### src/rtl/spi_rd_pkg.sv
package spi_rd_pkg;
  localparam int WORD_W       = 32;
  localparam int LBL_W        = 8;
  localparam int OP_W         = 8;
  localparam int CH_SEL_W     = 3;
  localparam int CODE_W       = OP_W - CH_SEL_W;
  localparam int CTRL_REV_BIT = 0;

  localparam logic [CODE_W-1:0] CODE_READ = 5'b00001;
  localparam logic [CODE_W-1:0] CODE_STAT = 5'b00010;
  localparam logic [CODE_W-1:0] CODE_WCTL = 5'b00011;

  typedef enum logic [1:0] {OP_NONE, OP_READ, OP_STAT, OP_WCTL} op_e;

  function automatic op_e decode_op(input logic [CODE_W-1:0] code);
    case (code)
      CODE_READ: return OP_READ;
      CODE_STAT: return OP_STAT;
      CODE_WCTL: return OP_WCTL;
      default:   return OP_NONE;
    endcase
  endfunction

  // Data bits stay in place; the label byte is mirrored unless rev is set.
  function automatic logic [WORD_W-1:0] map_word(input logic [WORD_W-1:0] w,
                                                 input logic rev);
    logic [WORD_W-1:0] o;
    o = w;
    for (int j = 0; j < LBL_W; j++) begin
      o[j] = rev ? w[j] : w[LBL_W-1-j];
    end
    return o;
  endfunction
endpackage

### src/rtl/spi_rd_sync.sv
module spi_rd_sync #(
  parameter int WIDTH = 3,
  parameter int STAGES = 2,
  parameter logic [WIDTH-1:0] RST_VAL = '0
) (
  input  logic             clk,
  input  logic             rst_n,
  input  logic [WIDTH-1:0] d,
  output logic [WIDTH-1:0] q
);
  logic [STAGES-1:0][WIDTH-1:0] stg;

  always_ff @(posedge clk or negedge rst_n) begin
    if (!rst_n) stg <= {STAGES{RST_VAL}};
    else        stg <= {stg[STAGES-2:0], d};
  end

  assign q = stg[STAGES-1];
endmodule

### src/rtl/spi_rd_cmd.sv
module spi_rd_cmd
  import spi_rd_pkg::*;
#(
  parameter int N_CH = 8
) (
  input  logic              clk,
  input  logic              rst_n,
  input  logic              cs_n_s,
  input  logic              sck_rise,
  input  logic              si_s,
  input  logic [WORD_W-1:0] ch_word [N_CH],
  input  logic [N_CH-1:0]   ch_empty,
  input  logic [N_CH-1:0]   ch_flag,
  output logic [N_CH-1:0]   ch_pop,
  output logic              ctrl_rev,
  output logic              load_q,
  output logic [WORD_W-1:0] payload_q
);
  localparam int CNT_MAX = 2*OP_W + WORD_W;
  localparam int CNT_W   = $clog2(CNT_MAX + 1);

  logic [CNT_W-1:0]    rcnt;
  logic [OP_W-1:0]     sh, sh_nxt;
  op_e                 op_q, op_dec;
  logic [CH_SEL_W-1:0] ch_q, sel;
  logic                empty_q, sel_empty;
  logic [WORD_W-1:0]   sel_word, payload_d;

  // named internal events
  logic decode_evt, done_evt, wctl_evt, live_rise;

  assign sh_nxt    = {sh[OP_W-2:0], si_s};
  assign sel       = sh_nxt[CH_SEL_W-1:0];
  assign op_dec    = decode_op(sh_nxt[OP_W-1:CH_SEL_W]);
  assign live_rise = !cs_n_s && sck_rise;

  assign decode_evt = live_rise && (rcnt == CNT_W'(OP_W-1));
  assign done_evt   = live_rise && (rcnt == CNT_W'(OP_W+WORD_W-1)) &&
                      (op_q == OP_READ) && !empty_q;
  assign wctl_evt   = live_rise && (rcnt == CNT_W'(2*OP_W-1)) && (op_q == OP_WCTL);

  always_comb begin
    sel_word  = '0;
    sel_empty = 1'b1;
    for (int i = 0; i < N_CH; i++) begin
      if (CH_SEL_W'(i) == sel) begin
        sel_word  = ch_word[i];
        sel_empty = ch_empty[i];
      end
    end
  end

  always_comb begin
    payload_d = '0;
    case (op_dec)
      OP_READ: payload_d = sel_empty ? '0 : map_word(sel_word, ctrl_rev);
      OP_STAT: payload_d[WORD_W-1 -: N_CH] = ch_flag;
      default: payload_d = '0;
    endcase
  end

  always_ff @(posedge clk or negedge rst_n) begin
    if (!rst_n) begin
      rcnt <= '0; sh <= '0; op_q <= OP_NONE; ch_q <= '0;
      empty_q <= 1'b1; load_q <= 1'b0; payload_q <= '0;
    end else if (cs_n_s) begin
      rcnt <= '0; sh <= '0; op_q <= OP_NONE; ch_q <= '0;
      empty_q <= 1'b1; load_q <= 1'b0; payload_q <= '0;
    end else begin
      load_q <= decode_evt;
      if (sck_rise) begin
        sh <= sh_nxt;
        if (rcnt != CNT_W'(CNT_MAX)) rcnt <= rcnt + 1'b1;
      end
      if (decode_evt) begin
        op_q      <= op_dec;
        ch_q      <= sel;
        empty_q   <= sel_empty;
        payload_q <= payload_d;
      end
    end
  end

  always_ff @(posedge clk or negedge rst_n) begin
    if (!rst_n)        ch_pop <= '0;
    else if (done_evt) ch_pop <= N_CH'(1) << ch_q;
    else               ch_pop <= '0;
  end

  always_ff @(posedge clk or negedge rst_n) begin
    if (!rst_n)        ctrl_rev <= 1'b0;
    else if (wctl_evt) ctrl_rev <= sh_nxt[CTRL_REV_BIT];
  end

  AST_POP_ONEHOT:   assert property (@(posedge clk) disable iff (!rst_n) $onehot0(ch_pop));
  AST_POP_PULSE:    assert property (@(posedge clk) disable iff (!rst_n) (ch_pop != '0) |=> (ch_pop == '0));
  AST_IDLE_NO_POP:  assert property (@(posedge clk) disable iff (!rst_n) (cs_n_s && $past(cs_n_s)) |-> (ch_pop == '0));
  AST_NO_POP_EMPTY: assert property (@(posedge clk) disable iff (!rst_n) ((ch_pop & ch_empty) == '0));
  AST_CTRL_HOLD:    assert property (@(posedge clk) disable iff (!rst_n) cs_n_s |=> $stable(ctrl_rev));
endmodule

### src/rtl/spi_rd_tx.sv
module spi_rd_tx
  import spi_rd_pkg::*;
(
  input  logic              clk,
  input  logic              rst_n,
  input  logic              cs_n_s,
  input  logic              sck_fall,
  input  logic              load,
  input  logic [WORD_W-1:0] data,
  output logic              tx_bit
);
  logic [WORD_W-1:0] sh;
  logic              pend;

  always_ff @(posedge clk or negedge rst_n) begin
    if (!rst_n) begin
      sh <= '0; pend <= 1'b0;
    end else if (cs_n_s) begin
      sh <= '0; pend <= 1'b0;
    end else begin
      if (load) pend <= 1'b1;
      if (sck_fall) begin
        if (pend || load) begin
          sh   <= data;
          pend <= 1'b0;
        end else begin
          sh <= {sh[WORD_W-2:0], 1'b0};
        end
      end
    end
  end

  assign tx_bit = sh[WORD_W-1];

  AST_TX_QUIET: assert property (@(posedge clk) disable iff (!rst_n) cs_n_s |=> !tx_bit);
endmodule

### src/rtl/spi_word_reader.sv
module spi_word_reader
  import spi_rd_pkg::*;
#(
  parameter int N_CH = 8,
  parameter int SYNC_STAGES = 2
) (
  input  logic                     clk,
  input  logic                     rst_n,
  input  logic                     spi_sck,
  input  logic                     spi_cs_n,
  input  logic                     spi_si,
  output logic                     spi_so,
  output logic                     spi_so_oe,
  input  logic [N_CH*WORD_W-1:0]   ch_rd_data,
  input  logic [N_CH-1:0]          ch_empty,
  input  logic [N_CH-1:0]          ch_flag,
  output logic [N_CH-1:0]          ch_pop,
  output logic                     flag_any
);
  logic [2:0]        pins_s;
  logic              cs_n_s, sck_s, si_s, sck_d;
  logic              sck_rise, sck_fall;
  logic              ctrl_rev, load_q, tx_bit;
  logic [WORD_W-1:0] payload_q;
  logic [WORD_W-1:0] ch_word [N_CH];

  spi_rd_sync #(.WIDTH(3), .STAGES(SYNC_STAGES), .RST_VAL(3'b100)) u_sync (
    .clk(clk), .rst_n(rst_n), .d({spi_cs_n, spi_sck, spi_si}), .q(pins_s)
  );
  assign {cs_n_s, sck_s, si_s} = pins_s;

  always_ff @(posedge clk or negedge rst_n) begin
    if (!rst_n) sck_d <= 1'b0;
    else        sck_d <= sck_s;
  end
  assign sck_rise = sck_s & ~sck_d;
  assign sck_fall = ~sck_s & sck_d;

  for (genvar i = 0; i < N_CH; i++) begin : g_ch
    assign ch_word[i] = ch_rd_data[i*WORD_W +: WORD_W];
  end

  spi_rd_cmd #(.N_CH(N_CH)) u_cmd (
    .clk(clk), .rst_n(rst_n), .cs_n_s(cs_n_s), .sck_rise(sck_rise), .si_s(si_s),
    .ch_word(ch_word), .ch_empty(ch_empty), .ch_flag(ch_flag), .ch_pop(ch_pop),
    .ctrl_rev(ctrl_rev), .load_q(load_q), .payload_q(payload_q)
  );

  spi_rd_tx u_tx (
    .clk(clk), .rst_n(rst_n), .cs_n_s(cs_n_s), .sck_fall(sck_fall),
    .load(load_q), .data(payload_q), .tx_bit(tx_bit)
  );

  assign spi_so_oe = ~cs_n_s;
  assign spi_so    = spi_so_oe & tx_bit;
  assign flag_any  = |ch_flag;
endmodule

### config.mk
export PLATFORM = sky130hd
export DESIGN_NAME = spi_word_reader
export DESIGN_NICKNAME = d
export VERILOG_FILES = /design/src/rtl/spi_rd_pkg.sv /design/src/rtl/spi_rd_sync.sv /design/src/rtl/spi_rd_cmd.sv /design/src/rtl/spi_rd_tx.sv /design/src/rtl/spi_word_reader.sv
export SDC_FILE = /design/constraint.sdc
export NUM_CORES = 1
export LEC_CHECK = 0
export BUFFER_PORTS_ARGS = -buffer_cell sky130_fd_sc_hd__clkbuf_2
export CAP_MARGIN = 20
export CORE_ASPECT_RATIO = 2
export CORE_UTILIZATION = 40
export DETAILED_ROUTE_END_ITERATION = 8
export GPL_TIMING_DRIVEN = 0
export PLACE_DENSITY_LB_ADDON = 0.15
export SLEW_MARGIN = 40
export SYNTH_ARGS = -nofsm -noshare
export SYNTH_HDL_FRONTEND = slang
export SYNTH_SLANG_ARGS = --single-unit
export TNS_END_PERCENT = 30
### constraint.sdc
create_clock -name clk -period 2.5 [get_ports clk]
set_input_delay 0.375 -clock clk [delete_from_list [all_inputs] [get_ports clk]]
set_output_delay 0.375 -clock clk [all_outputs]
set_load 0.1 [all_outputs]
==> impl_metrics.ini <==
[finish]
layout.nets = 1178
drive_above_1_share_pct = 44.0
syn_to_final_growth_pct = 32.2
multiInputGateArea_mm2 = 0.00364
regArea_mm2 = 0.00253
fillers = 1500
post-route-util_pct = 54.1

[timing]
setup_viol = 0
relSlewSlack_pct = 48.6
tightest_slew_ns = 0.771
slew_violations = 0
rsz0062_at_grt = yes
fin_crit_sh_pct = 97.4
hold_violations = 0
clock.fmax_ghz = 0.411
fin_crit_ns = 2.43
setup_ws_ns = 0.0659
clock_skew_ns = 0.00402

[die]
pin_count = 288
core_mm2 = 0.0157
die_area_mm2 = 0.0166
rows = 65
die_x_um = 91.6
start_util_pct = 40.9
fp.dieH_um = 181

[cts]
clockBufferDepth = 2
cts_sinks = 101
clkLatencyLatePin_ns = 0.35
clock-root-buffer = clkbuf_16
htree_levels = 3
cts_inserted_buffers = 9
clk_pin_slew_ns = 0.07
cts_tree = built

[synthesis]
synth_fp_nets = 878
postSynthCellCount = 597
synth_top_area_share_pct = 38.2
syn_avg_cell_area_um2 = 10.8
yosysMostFrequentCell = dfrtp_1
synth_ff_type = dfrtp_1
synth-edff-count = 0
synthDistinctLibCells = 40
ys_seq_area_share_pct = 39.4
synth_area_leader_cell = dfrtp_1
syn_area_mm2 = 0.00642
async_reset_ff_share_pct = 100
ys_ff_latch = 101
synth_warnings = 0
synth.area.top_cells = dfrtp_1 (38%), mux4_2 (18%), mux2i_1 (11%), o21ai_0 (5.7%), nand2_1 (5.6%)
netlist_top_cells_count = dfrtp_1 (98), nand2_1 (95), mux2i_1 (73), o21ai_0 (73), mux4_2 (51)

[global_route]
grt-ovfl-total = 0
track_usage_pct = 28.3
grt_pass1_vias = 6562
grt_pass1_wl_um = 34700
antenna_found_initial = 4
grt_max_degree = 69

[setup_path]
ff2ff_path_depth = 8
r2r_setup_slack_ns = 0.07
cp.arrival_ns = 2.65
worst-path-buf-inv = 4
slowest_stage = o21ai_0
cp.required_ns = 2.71
crit_path_frequent_cell = buf_4
worst_setup_path_start_kind = flip-flop
worstReg2RegStart = u_sync.q[0]
worstSetupPathType = reg2reg
crit_family = buffers and inverters
crit_path_end_kind = flip-flop
crit_fanout = 10
rr_endpoint = u_cmd.payload_q[26]
path_cells = buf_2 > buf_6 > buf_4 > buf_4 > mux2i_1 > a221oi_1 > o21ai_0 > o31ai_1
critPathMaxStageDelay_ns = 0.43

[routing]
wl_um = 22900
vias_per_cell = 5.53
vias = 6112
antenna_left = 0
routedWlPerCell_um = 20.7
drtIter0Drc = 218
drt-pass1-iter-count = 4
remaining_drc_errors = 0

[place]
dpl.hpwl_um = 19200
port_buffers = 287
gp_congestion = 0.923
pre_cts_slack_ns = -0.233

[run]
maxCapViolCount = 0

[min_path]
hold_depth = 1
min_path_type = in2reg
min_to = u_sync.stg[2]
min-delay-start = spi_cs_n

[power]
leakage_nw = 4.24
ir_drop_v = 0.000286
p_per_area_mw_per_mm2 = 444

[outcome]
status = finished, final reports clean
## placed cells by master, fill, tap and decap left out, types with 13 or more instances in the layout
cell type,count
a21oi_1,14
clkbuf_2,290
mux2_2,13
clkbuf_1,23
o21ai_0,73
mux2i_1,73
dfrtp_1,98
nor2_1,24
mux4_2,51
nand2_1,95
## how the worst max path moves through the flow
| stage | startpoint | endpoint | slack, ns | cells past startpoint |
|---|---|---|---|---|
| 6_report | u_sync.q[0] | u_cmd.payload_q[26] | 0.07 | 8 |
| 5_1_grt | u_sync.q[0] | u_cmd.payload_q[26] | 0.006 | 8 |
| 4_1_cts | u_cmd.sh[1] | u_cmd.payload_q[26] | 0.003 | 7 |
| 3_5_place_dp | u_cmd.sh[1] | u_cmd.payload_q[26] | -0.23 | 7 |
| 3_3_place_gp | rst_n | u_cmd.payload_q[9] | -0.32 | 1 |
| 2_1_floorplan | u_sync.q[2] | spi_so | 0.03 | 3 |
## kinds of logic (layout without fill, tap and decap cells)
group                      after synthesis  in the layout  share of synthesized area (%)
other                                    0              3                              0
AOI/OAI and AO/OA                      126            126                           11.5
and+or+nand+nor                        168            168                           12.3
buffers and inverters                   57            362                           3.95
DFF                                    101            101                           39.4
muxes                                  137            137                           31.5
xor gates and xnor gates                 4              4                          0.545
adders and majority gates                4              4                          0.779
## final cells by class
type                            instances  area share [%]
Clock buffer                            9            2.65
Antenna cell                            3          0.0884
Multi-Input combinational cell        439            42.9
Timing Repair Buffer                  289            17.5
Inverter                                8           0.354
Sequential cell                       101            29.8
Buffer                                 49            2.86
Clock inverter                          7           0.899
Tap cell                              201            2.96
## report_power, final
| group | internal (mW) | total, mW | switching, mW |
|---|---|---|---|
| clock | 0.777 | 1.41 | 0.635 |
| combinational | 0.373 | 0.706 | 0.332 |
| sequential | 1.64 | 1.65 | 0.00567 |
| total | 2.79 | 3.77 | 0.972 |
## through the flow
stage / power, mW / hold WS (ns) / std cells / setup TNS, ns / instance area (um2)
2_1_floorplan: 2.02 / 0.0794 / 597 / 0 / 6420
3_3_place_gp: 2.37 / 0.335 / 1085 / -30.84 / 8110
3_5_place_dp: 2.38 / 0.296 / 1086 / -0.981 / 8150
4_1_cts: 3.79 / 0.0945 / 1103 / 0 / 8470
5_1_grt: 3.90 / 0.0972 / 1105 / 0 / 8490
6_report: 3.77 / 0.104 / 1106 / 0 / 8490
## timing repair
item	4_1_cts	5_1_grt
hold buffers	1	0
setup endpoints to repair	8	10
buffers inserted	0	0
resized for setup	3	12
endpoints found under the hold margin	33	0
## sequential cells by signal, indices dropped and copies added, names as in the netlist, 2 cells and up
signal           cells
u_cmd.payload_q     32
u_tx.sh             32
u_cmd.ch_pop         8
u_cmd.sh             7
u_cmd.rcnt           6
u_cmd.ch_q           3
u_sync.q             3
u_sync.stg           3
u_cmd.op_q           2
## routing by layer
layer  GRT usage (%)  routed length, um
met1            27.3               7580
met2            53.0              12500
met3            4.55               1190
met4            20.1               1650
met5               0                 14
(Power assumes the default switching activity.)
